**config.mk**
```make
export PLATFORM = sky130hd
export DESIGN_NAME = tag_pick
export DESIGN_NICKNAME = d
export VERILOG_FILES = /design/src/rtl/tag_pick.sv
export SDC_FILE = /design/constraint.sdc
export NUM_CORES = 1
export LEC_CHECK = 0
export BUFFER_PORTS_ARGS = -buffer_cell sky130_fd_sc_hd__buf_4
export CORE_ASPECT_RATIO = 1.75
export CORE_MARGIN = 2
export CORE_UTILIZATION = 29
export DETAILED_ROUTE_END_ITERATION = 7
export PLACE_DENSITY = 0.61
export SLEW_MARGIN = 20
export SYNTH_ARGS = -nofsm -noshare
export SYNTH_HDL_FRONTEND = slang
export SYNTH_SLANG_ARGS = --single-unit
```
**constraint.sdc**
```tcl
create_clock -name clk -period 6.54 [get_ports clk]
set_input_delay 0.981 -clock clk [delete_from_list [all_inputs] [get_ports clk]]
set_output_delay 0.981 -clock clk [all_outputs]
set_load 0.01 [all_outputs]
```
**src/rtl/tag_pick.sv**
```systemverilog
module tag_pick #(
  parameter int TAG_W   = 4,
  parameter int SEED_W  = 16,
  parameter int PTR_W   = 64,
  parameter int TAG_LSB = 56
) (
  input  logic                    clk,
  input  logic                    rst_n,
  input  logic                    req_i,
  input  logic                    step_i,
  input  logic [TAG_W-1:0]        start_tag_i,
  input  logic [PTR_W-1:0]        ptr_i,
  input  logic [TAG_W-1:0]        step_off_i,
  input  logic [SEED_W-1:0]       seed_i,
  input  logic [(1<<TAG_W)-1:0]   cfg_mask_i,
  input  logic [(1<<TAG_W)-1:0]   req_mask_i,
  output logic [TAG_W-1:0]        tag_o,
  output logic [SEED_W+7:0]       state_o,
  output logic                    done_o
);
  localparam int NTAG = 1 << TAG_W;
  localparam int PADW = 8 - TAG_W;
  localparam int CW   = $clog2(NTAG * NTAG + NTAG + 1);

  typedef enum logic {IDLE, WALK} st_t;
  st_t st_q;

  logic [TAG_W-1:0]  cur_q, rem_q, off_q;
  logic [NTAG-1:0]   msk_q;
  logic              rnd_q;
  logic [SEED_W-1:0] seed_q, seed_nxt;
  logic [TAG_W-1:0]  roff;
  logic              fb;
  logic [CW-1:0]     walk_cyc;

  always_comb begin
    seed_nxt = seed_i;
    roff     = '0;
    fb       = 1'b0;
    for (int i = 0; i < TAG_W; i++) begin
      fb       = seed_nxt[5] ^ seed_nxt[3] ^ seed_nxt[2] ^ seed_nxt[0];
      roff[i]  = fb;
      seed_nxt = {fb, seed_nxt[SEED_W-1:1]};
    end
  end

  wire [TAG_W-1:0] start_sel = step_i ? ptr_i[TAG_LSB +: TAG_W] : start_tag_i;
  wire [TAG_W-1:0] off_sel   = step_i ? step_off_i : roff;
  wire [NTAG-1:0]  mask_sel  = step_i ? cfg_mask_i : (cfg_mask_i | req_mask_i);
  wire             accept    = req_i && (st_q == IDLE);
  wire [TAG_W-1:0] nxt_tag   = cur_q + 1'b1;

  always_ff @(posedge clk or negedge rst_n) begin
    if (!rst_n) begin
      st_q    <= IDLE;
      cur_q   <= '0;
      rem_q   <= '0;
      off_q   <= '0;
      msk_q   <= '0;
      rnd_q   <= 1'b0;
      seed_q  <= '0;
      tag_o   <= '0;
      state_o <= '0;
      done_o  <= 1'b0;
    end else begin
      done_o <= 1'b0;
      case (st_q)
        IDLE: if (accept) begin
          msk_q  <= mask_sel;
          rnd_q  <= !step_i;
          seed_q <= seed_nxt;
          off_q  <= off_sel;
          if (&mask_sel) begin
            tag_o  <= '0;
            done_o <= 1'b1;
            if (!step_i) state_o <= {seed_nxt, {PADW{1'b0}}, {TAG_W{1'b0}}};
          end else begin
            cur_q <= start_sel;
            rem_q <= off_sel;
            st_q  <= WALK;
          end
        end
        WALK: begin
          if (rem_q == '0) begin
            if (msk_q[cur_q]) begin
              cur_q <= nxt_tag;
            end else begin
              tag_o  <= cur_q;
              done_o <= 1'b1;
              st_q   <= IDLE;
              if (rnd_q) state_o <= {seed_q, {PADW{1'b0}}, cur_q};
            end
          end else begin
            cur_q <= nxt_tag;
            if (!msk_q[nxt_tag]) rem_q <= rem_q - 1'b1;
          end
        end
        default: st_q <= IDLE;
      endcase
    end
  end

  // cycle counter used only by the latency-bound assertion
  always_ff @(posedge clk or negedge rst_n) begin
    if (!rst_n)              walk_cyc <= '0;
    else if (accept)         walk_cyc <= '0;
    else if (st_q == WALK)   walk_cyc <= walk_cyc + 1'b1;
  end

  assert_tag_allowed_R3: assert property (@(posedge clk) disable iff (!rst_n)
    done_o |-> ((&msk_q) ? (tag_o == '0) : !msk_q[tag_o]));

  assert_walk_bound_R8: assert property (@(posedge clk) disable iff (!rst_n)
    (st_q == WALK) |-> (int'(walk_cyc) <= NTAG * int'(off_q) + NTAG - 1));

  assert_done_cause_R8: assert property (@(posedge clk) disable iff (!rst_n)
    done_o |-> $past(st_q == WALK || (req_i && st_q == IDLE)));

  assert_busy_ignore_R9: assert property (@(posedge clk) disable iff (!rst_n)
    (st_q == WALK) |=> ($stable(msk_q) && $stable(off_q) && $stable(rnd_q)));

  assert_state_hold_R7: assert property (@(posedge clk) disable iff (!rst_n)
    (done_o && !rnd_q) |-> $stable(state_o));
endmodule

```
==> flow_summary_export.csv <==
group,metric,value,unit
yosys,syn_avg_cell_area,11.5,um^2
timing,clock.fmax,330,MHz
clock_tree,clkTransAtPathRegs,0.06,ns
power_and_ir_drop,p_leak,2.18,nW
yosys,synth_area,0.00365,mm^2
timing,setup-tns-final,0,ns
yosys,synthCells,318,
global_route,antenna_found_initial,0,
final_layout,layout.cells.non_filler,573,
route,drt-wirelength-per-cell,16.0,um
global_route,grt_max_degree,68,
run,drv_cap,0,
final_layout,nNetsFinal,527,
worst_hold_path,hold_depth,2,
yosys,ys_types,47,
clock_tree,cts_sinks,67,
timing,slew_violations,0,
route,drtIter0Drc,168,
worst_hold_path,holdCritPathClass,"flip-flop to flip-flop",
yosys,yosysWarnings,0,
timing,setup_ws,3.51,ns
timing,maxSlewHeadroom,38.8,%
route,wl,9160,um
setup_path,r2r_cells,8,
setup_path,endpoint_kind,"flip-flop",
worst_hold_path,hold_end,"seed_q[14]$_DFFE_PN0P_",
clock_tree,cts_tree,"yes",
setup_path,critical_path_class,"input port to flip-flop",
placed_design,port_buffers,88,
clock_tree,clkLatencyLatePin,0.33,ns
die,die_area,0.0135,mm^2
final_layout,drive_above_1_share,43.2,%
die,num_io_pins,153,
yosys,ys_seq_elements,67,
power_and_ir_drop,p_seq_share,34.6,%
route,vias,2765,
die,start_util,29.5,%
yosys,synth-seq-area-share,45.9,%
die,die_h,152,um
route,firstDrtPassIters,4,
route,viasPerCell,4.83,
final_layout,final_core_util,38.7,%
clock_tree,ctsResizeCount,0,
yosys,synth-main-ff-cell,"dfrtp_1",
setup_path,rr_endpoint,"state_o[13]$_DFFE_PN0P_",
global_route,grt_pass1_vias,2927,
setup_path,required,6.75,ns
placed_design,dp.cells,557,
final_layout,antenna_cells,0,
setup_path,r2r_start,"st_q$_DFF_PN0_",
timing,rsz0062_at_grt,"no",
clock_tree,cts_setup_buffers,0,
global_route,grt_pass1_wl,14800,um
power_and_ir_drop,power_frac_clock,24.9,%
route,ant_nets,0,
global_route,track_usage,14.4,%
route,drc,0,
run_status,outcome,"finished, final reports clean",
power_and_ir_drop,internal-power,1.52,mW
placed_design,place_ws,3.13,ns
power_and_ir_drop,combPwrFrac,40.5,%
yosys,synth-edff-count,0,
clock_tree,clockBufferDepth,2,
worst_hold_path,hp-start,"seed_q[14]$_DFFE_PN0P_",
final_layout,area_delta_synth_final,31.1,%
placed_design,gp_congestion,0.854,
die,num_rows,54,
die,die_w,88.8,um
setup_path,r2r_slack,3.55,ns
timing,fin_crit,3.03,ns
timing,final.period_utilization,46.3,%
placed_design,place_hpwl,6750,um
power_and_ir_drop,peakVddDrop,0.000180,V
timing,hold_viol,0,
clock_tree,cts_buffers,9,
clock_tree,htree_levels,3,
timing,fin_skew,0.00588,ns
power_and_ir_drop,power_density,464,mW/mm^2
power_and_ir_drop,p_sw_share,31.8,%
die,core_area,0.0124,mm^2
yosys,async_flop_share,100,%
clock_tree,ctsHoldBuffers,0,
global_route,overflow,0,
setup_path,critPathMaxFanout,16,
power_and_ir_drop,switchingPower,0.707,mW
timing,worst_pin_slew,0.914,ns
setup_path,critPathLaunchType,"input port",
clock_tree,cts-root-buf,"clkbuf_16",
timing,finalSetupViolations,0,
setup_path,arrival,3.24,ns
==> cells by family (layout without fill, tap and decap cells) <==
kind of cell,Yosys count,in the layout,share of synthesized area (%)
AO/OA/AOI/OAI,74,74,12.1
XOR/XNOR,12,12,2.88
flip-flops,67,67,45.9
multiplexers,70,70,25.8
buffers and inverters,28,112,3.80
other,1,4,0.103
adder cells (fa/ha/maj),3,3,1.03
AND/OR/NAND/NOR,63,63,8.33
==> synth_stat cells (all sizes together) (2+ instances only) <==
cell     n  area share, %
a21o     3           0.62
a21oi   21            3.0
clkbuf  10            1.0
dfrtp   67             46
mux2i    6            1.6
xnor2   11            2.6
buf     13            2.3
inv      4           0.41
nor2    11            1.1
nand3    2           0.41
a211oi   4           0.96
ha       3            1.0
nor3     3           0.55
nand2   29            3.0
a311oi   2           0.48
o22ai   10            1.7
o21ai   27            3.7
mux4     7            4.5
nor4     3           0.51
and2     5           0.86
mux2    57             20
nand4    4           0.69
==> cell usage in the layout, fill, tap and decap left out, types with 2 or more instances in the layout <==
cell type	instances
mux4_1	2
a311oi_1	2
inv_1	4
nand2_1	28
nor2_1	11
dfrtp_1	67
a21oi_1	20
nor3_1	2
ha_1	3
mux2_2	37
conb_1	4
mux4_2	5
bufinv_16	3
a211oi_1	3
xnor2_1	11
o21ai_0	27
buf_4	91
a21o_1	3
o22ai_1	10
clkinv_2	2
mux2i_1	6
nor4_1	3
and2_1	5
clkbuf_16	9
mux2_4	20
nand4_1	4
==> state kept, by name (all words and copies together) (netlist names) <==
register,count
cur_q,4
done_o,1
msk_q,16
rem_q,4
rnd_q,1
seed_q,16
st_q,1
state_o,20
tag_o,4
==> final cells by class <==
type | count | area [um^2]
clock buffer | 9 | 225
clock inverter | 7 | 116
fill | 1239 | 7580
inverter | 5 | 18.8
multi-input combinational | 226 | 1860
sequential | 67 | 1680
tap | 168 | 210
timing repair buffer | 91 | 683
==> routing by layer <==
metal | up-vias | routed length (um) | track usage (%)
li1 | 1320 | - | -
met1 | 1356 | 3330 | 15.5
met2 | 73 | 5240 | 26.3
met3 | 16 | 341 | 1.63
met4 | 0 | 248 | 7.29
met5 | - | 0 | 0
==> power groups by stage <==
stage	clock network, mW	registers, mW	logic [mW]
global placement	0	0.764	0.882
floorplan	0	0.749	0.638
CTS	0.566	0.771	0.915
detailed placement	0	0.775	0.912
finish	0.555	0.769	0.900
global route	0.581	0.799	0.996
==> metrics by stage <==
| stage | power [mW] | hold slack, ns | instance area, um^2 |
|---|---|---|---|
| final | 2.22 | 0.482 | 4790 |
| after global routing | 2.38 | 0.508 | 4790 |
| after CTS | 2.25 | 0.484 | 4790 |
| after detailed placement | 1.69 | 0.471 | 4450 |
| after global placement | 1.65 | 0.463 | 4450 |
| after floorplan | 1.39 | 0.450 | 3660 |
==> worst max path at each step <==
stage | from | end | slack [ns] | depth (start not counted)
floorplan | step_i | rem_q[2]$_DFFE_PN0P_ | 3.95 | 5
global placement | cfg_mask_i[4] | state_o[17]$_DFFE_PN0P_ | 3.14 | 7
detailed placement | cfg_mask_i[4] | state_o[15]$_DFFE_PN0P_ | 3.13 | 7
CTS | cfg_mask_i[4] | state_o[13]$_DFFE_PN0P_ | 3.47 | 7
global route | st_q$_DFF_PN0_ | cur_q[3]$_DFFE_PN0P_ | 3.32 | 7
finish | cfg_mask_i[4] | state_o[13]$_DFFE_PN0P_ | 3.51 | 7
==> critical path, cell delays in order <==
cell	delay, ns
buf_4	0.10
nand4_1	0.11
o41ai_1	0.48
nand4b_1	0.32
a211oi_4	0.50
buf_4	0.41
mux2_4	0.33
(Power assumes the default switching activity.)
